`src/rtl/bcd_adj_pkg.sv`:
```
// Shared constants and operation encoding for the decimal adjust unit.
// Assumes byte-wide accumulator halves and 4-bit BCD digits.
package bcd_adj_pkg;
    localparam int BYTE_W  = 8;
    localparam int DIGIT_W = 4;
    localparam logic [DIGIT_W-1:0] DIGIT_MAX = 4'd9;
    localparam logic [BYTE_W-1:0]  LOW_FIX   = 8'h06;
    localparam logic [BYTE_W-1:0]  HIGH_FIX  = 8'h60;
    localparam logic [BYTE_W-1:0]  HIGH_LIM  = 8'h9F;

    typedef enum logic [1:0] {
        OP_PACK_ADD = 2'b00,
        OP_PACK_SUB = 2'b01,
        OP_UNPK_ADD = 2'b10,
        OP_UNPK_SUB = 2'b11
    } adj_op_e;
endpackage

```
`src/rtl/bcd_packed_corr.sv`:
```
// Two-step packed BCD correction (combinational).
// The high-digit test examines the byte after the low-digit step.
// Assumes: is_sub selects subtraction of the correction constants.
module bcd_packed_corr
    import bcd_adj_pkg::*;
(
    input  logic [BYTE_W-1:0] lo_i,
    input  logic              cf_i,
    input  logic              af_i,
    input  logic              is_sub,
    output logic [BYTE_W-1:0] lo_o,
    output logic              cf_o,
    output logic              af_o
);
    logic [BYTE_W-1:0] stage1;
    logic              low_hit;
    logic              high_hit;

    // Low-digit step: add or subtract six when the digit is out of range.
    always_comb begin
        low_hit = (lo_i[DIGIT_W-1:0] > DIGIT_MAX) || af_i;
        if (low_hit) stage1 = is_sub ? (lo_i - LOW_FIX) : (lo_i + LOW_FIX);
        else         stage1 = lo_i;
        af_o = low_hit;
    end

    // High-digit step: test the already corrected byte.
    always_comb begin
        high_hit = (stage1 > HIGH_LIM) || cf_i;
        if (high_hit) lo_o = is_sub ? (stage1 - HIGH_FIX) : (stage1 + HIGH_FIX);
        else          lo_o = stage1;
        cf_o = high_hit;
    end
endmodule

```
`src/rtl/bcd_unpacked_corr.sv`:
```
// Single-digit (unpacked) BCD correction (combinational).
// The carry or borrow ripples into the high byte. The low byte is reduced to
// one digit. Subtract applies an extra high-byte borrow when lo_i < 6.
module bcd_unpacked_corr
    import bcd_adj_pkg::*;
(
    input  logic [BYTE_W-1:0] lo_i,
    input  logic [BYTE_W-1:0] hi_i,
    input  logic              af_i,
    input  logic              is_sub,
    output logic [BYTE_W-1:0] lo_o,
    output logic [BYTE_W-1:0] hi_o,
    output logic              adj_o
);
    localparam logic [BYTE_W-1:0] DIGIT_MASK = {{(BYTE_W-DIGIT_W){1'b0}}, {DIGIT_W{1'b1}}};

    logic [BYTE_W-1:0] lo_adj;
    logic              low_borrow;

    // Digit correction and high-byte carry/borrow.
    always_comb begin
        adj_o      = af_i || (lo_i[DIGIT_W-1:0] > DIGIT_MAX);
        low_borrow = is_sub && (lo_i < LOW_FIX);
        lo_adj     = lo_i;
        hi_o       = hi_i;
        if (adj_o) begin
            if (is_sub) begin
                lo_adj = lo_i - LOW_FIX;
                hi_o   = hi_i - 8'd1 - {7'd0, low_borrow};
            end else begin
                lo_adj = lo_i + LOW_FIX;
                hi_o   = hi_i + 8'd1;
            end
        end
        lo_o = lo_adj & DIGIT_MASK;
    end
endmodule

```
`src/rtl/bcd_adjust_unit.sv`:
```
// Accumulator decimal adjust unit: selects a packed or unpacked correction,
// registers the result on a start strobe and pulses done one cycle later.
// Assumes start is a single-cycle strobe. Synchronous active-low reset.
module bcd_adjust_unit
    import bcd_adj_pkg::*;
(
    input  logic              clk,
    input  logic              rst_n,
    input  logic              start,
    input  logic [1:0]        op,
    input  logic [BYTE_W-1:0] lo_in,
    input  logic [BYTE_W-1:0] hi_in,
    input  logic              cf_in,
    input  logic              af_in,
    output logic [BYTE_W-1:0] lo_out,
    output logic [BYTE_W-1:0] hi_out,
    output logic              cf_out,
    output logic              af_out,
    output logic              sf_out,
    output logic              zf_out,
    output logic              done
);
    logic [BYTE_W-1:0] pk_lo;
    logic              pk_cf;
    logic              pk_af;
    logic [BYTE_W-1:0] up_lo;
    logic [BYTE_W-1:0] up_hi;
    logic              up_adj;
    logic              is_unpacked;

    assign is_unpacked = op[1];

    bcd_packed_corr u_packed (
        .lo_i   (lo_in),
        .cf_i   (cf_in),
        .af_i   (af_in),
        .is_sub (op[0]),
        .lo_o   (pk_lo),
        .cf_o   (pk_cf),
        .af_o   (pk_af)
    );

    bcd_unpacked_corr u_unpacked (
        .lo_i   (lo_in),
        .hi_i   (hi_in),
        .af_i   (af_in),
        .is_sub (op[0]),
        .lo_o   (up_lo),
        .hi_o   (up_hi),
        .adj_o  (up_adj)
    );

    // Result register: capture on start, hold otherwise.
    always_ff @(posedge clk) begin
        if (!rst_n) begin
            lo_out <= '0;
            hi_out <= '0;
            cf_out <= 1'b0;
            af_out <= 1'b0;
            sf_out <= 1'b0;
            zf_out <= 1'b0;
        end else if (start) begin
            if (is_unpacked) begin
                lo_out <= up_lo;
                hi_out <= up_hi;
                cf_out <= up_adj;
                af_out <= up_adj;
            end else begin
                lo_out <= pk_lo;
                hi_out <= hi_in;
                cf_out <= pk_cf;
                af_out <= pk_af;
                sf_out <= pk_lo[BYTE_W-1];
                zf_out <= (pk_lo == '0);
            end
        end
    end

    // Completion pulse one cycle after start.
    always_ff @(posedge clk) begin
        if (!rst_n) done <= 1'b0;
        else        done <= start;
    end
endmodule

```
`config.mk`:
```
export PLATFORM = sky130hd
export DESIGN_NAME = bcd_adjust_unit
export DESIGN_NICKNAME = d
export VERILOG_FILES = /design/src/rtl/bcd_adj_pkg.sv /design/src/rtl/bcd_packed_corr.sv /design/src/rtl/bcd_unpacked_corr.sv /design/src/rtl/bcd_adjust_unit.sv
export SDC_FILE = /design/constraint.sdc
export NUM_CORES = 1
export LEC_CHECK = 0
export BUFFER_PORTS_ARGS = -buffer_cell sky130_fd_sc_hd__buf_2
export CORE_MARGIN = 2
export CORE_UTILIZATION = 55
export DETAILED_ROUTE_END_ITERATION = 8
export PLACE_DENSITY = 0.84
export SKIP_CTS_REPAIR_TIMING = 1
export SYNTH_ARGS = -nofsm -noshare
export SYNTH_HDL_FRONTEND = slang
export SYNTH_SLANG_ARGS = --single-unit
```
`constraint.sdc`:
```
create_clock -name clk -period 7.6 [get_ports clk]
set_clock_uncertainty 0.15 [all_clocks]
set_input_delay 0 -clock clk [delete_from_list [all_inputs] [get_ports clk]]
set_output_delay 0 -clock clk [all_outputs]
set_load 0.02 [all_outputs]
```
# Word level (Yosys, flattened, before mapping)
# Cells that the tools add are included.
# W data, S select, Z words.
[totals]
word_cells = 32
register_bits = 21
latch_bits = 0
romBits = 0
ramBits = 0
mem_count = 0
[classes]
mux = 9
add_sub_neg = 7
n_eq_ne = 0
n_reduce_logical = 5
mul = 0
shift = 0
bitwise = 1
order_cmp = 3
n_div = 0
[op_table]
columns = ["operator", "count"]
rows = [
  ["$mux W8", 8],
  ["$add A8 B1 Y8 const B", 1],
  ["$add A8 B3 Y8 const B", 1],
  ["$add A8 B7 Y8 const B", 1],
  ["$gt A8 B8 Y1 const B", 1],
  ["$logic_not A8 Y1", 1],
  ["$lt A8 B3 Y1 const B", 1],
  ["$sub A8 B1 Y8", 1],
  ["$sub A8 B1 Y8 const B", 1],
  ["$sub A8 B3 Y8 const B", 1],
  ["$sub A8 B7 Y8 const B", 1],
  ["$gt A4 B4 Y1 const B", 1],
  ["$logic_or A1 B1 Y1", 2],
  ["$reduce_and A2 Y1", 1],
  ["$logic_and A1 B1 Y1", 1],
  ["$mux W1", 1],
  ["$not A1 Y1", 1],
]

# Depth between registers and ports, before layout
[logic_depth]
depth_word = 7
depth_mapped = 12
depth_no_buf = 11

# Cells and area by module
# Synthesis repeated with hierarchy kept, for this count alone.
[unflattened]
cells_unflattened = 219
hier_area_um2 = 1909.3
[by_module_without_submodules]
columns = ["module", "cells_per_inst", "area_per_inst_um2", "instances", "seq_area_each_um2"]
rows = [
  ["bcd_adjust_unit", 92, 958.4, 1, 420.4],
  ["bcd_packed_corr", 64, 490.5, 1, 0.0],
  ["bcd_unpacked_corr", 63, 460.4, 1, 0.0],
]

# Worst setup path before layout
# Ideal clock, no wire load.
[synth_path]
path_type = "input to register"
start = "input lo_in[1]"
end = "register zf_out"
path_slack_ns = 5.198
t_required_ns = 7.335
t_arrival_ns = 2.137
stages = 12
setup_ns = 0.115
n_path_buf = 1
cell_sequence = "buf_6 inv_1 ha_1 and4bb_1 o22ai_2 xor2_2 inv_2 fa_1 xor2_1 o31a_1 mux2_4 a31o_1"
[synth_between]
elab_chain_cells = 7
[synth_lines]
columns = ["element", "line", "source"]
rows = [
  ["start: declaration", "bcd_adjust_unit.sv:11", "input logic [BYTE_W-1:0] lo_in,"],
  ["$add A8 B3 Y8, or another cell as far along", "-", ""],
  ["$mux W8 or $logic_or A1 B1 Y1 (tied branches)", "-", ""],
  ["$mux W8 (*)", "-", ""],
  ["$add A8 B7 Y8, or another cell as far along", "bcd_packed_corr.sv:30", "if (high_hit) lo_o = is_sub ? (stage1 - HIGH_FIX) : (stage1 + HIGH_FIX);"],
  ["$mux W8 or $logic_or A1 B1 Y1 (tied branches)", "bcd_packed_corr.sv:30, bcd_packed_corr.sv:29", ""],
  ["$mux W8 (*)", "bcd_packed_corr.sv:30", ""],
  ["$logic_not A8 Y1 (*)", "bcd_adjust_unit.sv:74", "zf_out <= (pk_lo == '0);"],
  ["end signal: assignment", "bcd_adjust_unit.sv:74", ""],
  ["end: declaration", "bcd_adjust_unit.sv:20", "output logic zf_out,"],
]
# Every way passes the cells marked *; elsewhere a longest branch is shown, timed or not.
# A chain may end at the register's enable or synchronous reset.

# Final worst setup path
[layout_path]
start = "input lo_in[1]"
end = "register lo_out[7]"
[layout_between]
elab_chain_cells = 7
[layout_lines]
columns = ["element", "line", "source"]
rows = [
  ["$add A8 B3 Y8, or another cell as far along", "-", ""],
  ["$mux W8 or $logic_or A1 B1 Y1 (tied branches)", "-", ""],
  ["$mux W8 (*)", "-", ""],
  ["$add A8 B7 Y8, or another cell as far along", "bcd_packed_corr.sv:30", ""],
  ["$mux W8 or $logic_or A1 B1 Y1 (tied branches)", "bcd_packed_corr.sv:30, bcd_packed_corr.sv:29", ""],
  ["$mux W8 (*)", "bcd_packed_corr.sv:30", ""],
  ["$mux W8 (*)", "bcd_adjust_unit.sv:63", "if (is_unpacked) begin"],
  ["end signal: assignment", "bcd_adjust_unit.sv:64", "lo_out <= up_lo;"],
  ["end signal: assignment", "bcd_adjust_unit.sv:69", "lo_out <= pk_lo;"],
  ["end: declaration", "bcd_adjust_unit.sv:15", "output logic [BYTE_W-1:0] lo_out,"],
]
# Marked as above.

==> impl_results.md <==
* Tmin final at 2.37 ns
* Flop and latch count out of synthesis at 21
* Hold Path Cell Cnt at 5
* Final period util at 31.1%
* Critical path's slowest cell: fa_1
* Final setup vio count at 0
* P_sw at 0.0904 mW
* Ports at 44
* Final slew viol count at 0
* Number of synthesized flops with an enable pin at 0
* Iteration-0 DRC Markers at 47
* Clock sink total at 21
* Peak VDD IR at 0.120 mV
* CTS Buffer Depth at 2
* Pin count of the biggest net entering global routing at 32
* Crit end category: flip-flop
* Site Rows at 19
* Hold Path End: hi_out[0]
* Via count at 1556
* Hold path startpoint: hi_in[0]
* Tightest Hold Check Type: in2reg
* # nets final at 263
* Hold slack at -0.0295 ns
* Placer congestion estimate at 0.847
* Setup WS pre-CTS at 4.92 ns
* # fillers at 240
* Final antenna-violating net count at 0
* CTS tree: yes
* DIE WIDTH at 56.5 µm
* Hpwl dp at 2660 µm
* Worst-path maximum fanout at 10
* Crit path kind: in2reg
* Clk Latency, worst-skew pair at 0.30 ns
* Failing checks: negative hold slack
* Seq/Total Area, Yosys at 27.7%
* Drt drc at 0
* Top_reg_cell synth: dfxtp_1
* Syn Nets at 212
* Synth Warn # at 0
* TritonCTS buffer count at 3
* Max H-tree Level at 1
* Final setup margin at 5.23 ns
* Number of buffers added on ports at 43
* Worst Path Arrival at 2.44 ns
* Flop-to-flop setup slack at 6.72 ns
* First-pass GRT wire length at 5840 µm
* Power share of the combinational group at 33.8%
* Mapped Avg Cell Area at 8.29 µm²
* Ys async rst share at 0%
* Post-route setup TNS at 0 ns
* Core area at 2690 µm²
* Synth cell count leaders: 21 x dfxtp_1, 20 x nor2_1, 13 x a21oi_1
* Worst slew pin tran at 0.598 ns
* Pre-antenna DRT Iters at 4
* Cell area after synthesis at 1520 µm²
* Most frequent cell after synthesis: dfxtp_1
* Drt via density at 5.89
* Critical R2R Capture: zf_out
* Delay-heaviest family, CP: adder cells
* Clock Power Share at 20.6%
* Vias in the first global route at 1370
* Grt total ovfl at 0
* Hold Vio Cnt, Final at 1
* Met2 WL at 1700 µm
* Worst path depth at 12
* Max Cap Viol at 0
* WP data required at 7.67 ns
* Int Pwr at 0.174 mW
* Detailed Route WL at 3610 µm
* Ranking of synthesized cells by area: dfxtp_1 28%, nor2_1 4.9%, mux2i_1 4.6%
* PwrDens at 142 nW/µm²
* Routed length per instance at 13.7 µm
* Status: complete, but fails checks
* Initial core utilization at 56.5%
* Die ar. at 3200 µm²
* Crit-path cells: buf_2 > inv_1 > ha_1 > and4bb_1 > o22ai_2 > xor2_2 > inv_2 > fa_1 > xor2_1 > o31a_1 > mux2_4 > o31ai_2
* Reg clk slew, reported paths at 0.13 ns
* Synth Instances at 183
* Metal3 WL at 202 µm
* Net Sw Frac at 34.1%
* Die Y at 56.5 µm
* CP startpoint kind: primary input
* Overall routing resource usage at 22.6%
* Root Buffer: clkbuf_4
* Unique masters post-synth at 61
* Area grow syn2layout at 22.9%
* Area share of the largest cell type after synthesis at 27.7%
* Initial antenna violation count at 0
* Fmax at 423 MHz
* Number of diodes at 0
* Slew HR at 59.8%
* RSZ-0062 raised after global routing: false
* Post-Route M1 WL at 1600 µm
* Worst r2r path cells at 2
* R2r startpoint: zf_out
* Bufs and invs on worst path at 3
* Total power after layout at 0.265 mW
* DR top layer: met4
* Layout cell share with drive strength beyond 1 at 25.8%
* Leakage at 0.818 nW
* Most area-hungry cell type in the Yosys netlist: dfxtp_1
* CP max stage delay at 0.41 ns
* Seq pwr share at 45.6%
routing by layer:
layer  up-vias  GRT usage, %
met3        14          3.23
met4         0          9.18
met5         -             0
li1        777             -
met1       712          29.2
met2        53          37.4
registers in the layout, summed over array words and instances, names as in the netlist:
register,flops
zf_out,1
af_out,1
hi_out,8
sf_out,1
done,1
lo_out,8
cf_out,1
power groups by stage:
| stage | clock, mW | combinational [mW] | sequential [mW] |
|---|---|---|---|
| 2_1_floorplan | 0 | 0.0491 | 0.133 |
| 3_3_place_gp | 0 | 0.0824 | 0.123 |
| 3_5_place_dp | 0 | 0.0842 | 0.123 |
| 4_1_cts | 0.0569 | 0.0845 | 0.121 |
| 5_1_grt | 0.0623 | 0.0983 | 0.122 |
| 6_report | 0.0545 | 0.0895 | 0.121 |
worst max path at each step:
stage	startpoint	slack [ns]	to
finish	lo_in[1]	5.23	lo_out[7]
global placement	lo_in[1]	5.00	zf_out
global route	lo_in[1]	5.07	lo_out[7]
CTS	lo_in[1]	5.25	lo_out[7]
detailed placement	lo_in[1]	4.92	lo_out[7]
floorplan	lo_in[1]	5.20	zf_out
layout make-up:
type	instances	area [µm²]	area share, %
timing repair buffer	54	325	17.4
inverter	9	33.8	1.81
multi-input combinational	145	1020	54.7
clock inverter	1	5.00	0.268
sequential	21	420	22.5
tap	31	38.8	2.08
clock buffer	3	22.5	1.21
metrics by stage:
stage	util, %	cell area [µm²]	hold slack, ns	instances
after floorplan	-	1520	-0.0283	183
after global placement	64.3	1730	0.125	249
after detailed placement	64.3	1730	0.137	249
after CTS	65.3	1760	-0.191	253
after global routing	69.4	1870	0.00492	264
final	69.4	1870	-0.0295	264
cell usage in the layout (no fill, tap or decap), types with 4 or more instances in the layout:
cell,synthesis,routed
a21oi_1,13,13
xnor2_1,6,6
nand2b_1,5,5
a211oi_1,8,8
ha_1,5,5
and2_1,4,4
dlygate4sd3_1,0,11
mux2i_1,7,7
inv_1,5,5
dfxtp_1,21,21
buf_2,2,43
o21ai_0,8,8
nand2_1,10,10
nor2_1,20,20
logic make-up (layout without fill, tap and decap cells):
logic type / count (synthesis) / count (layout) / share of synthesized area, %
AND/OR/NAND/NOR: 66 / 66 / 24.4
AO/OA/AOI/OAI: 55 / 55 / 25.3
flip-flops: 21 / 21 / 27.7
buffers and inverters: 17 / 67 / 5.11
XOR/XNOR: 9 / 9 / 5.69
multiplexers: 9 / 9 / 6.35
adder cells (fa/ha/maj): 6 / 6 / 5.44
worst reg2reg max path, cell delays in order, from the launching register on:
cell and delay (ns):
dfxtp_1 0.33, and3_1 0.14, a31o_1 0.17
No activity file was read; power rests on OpenSTA's default activity.
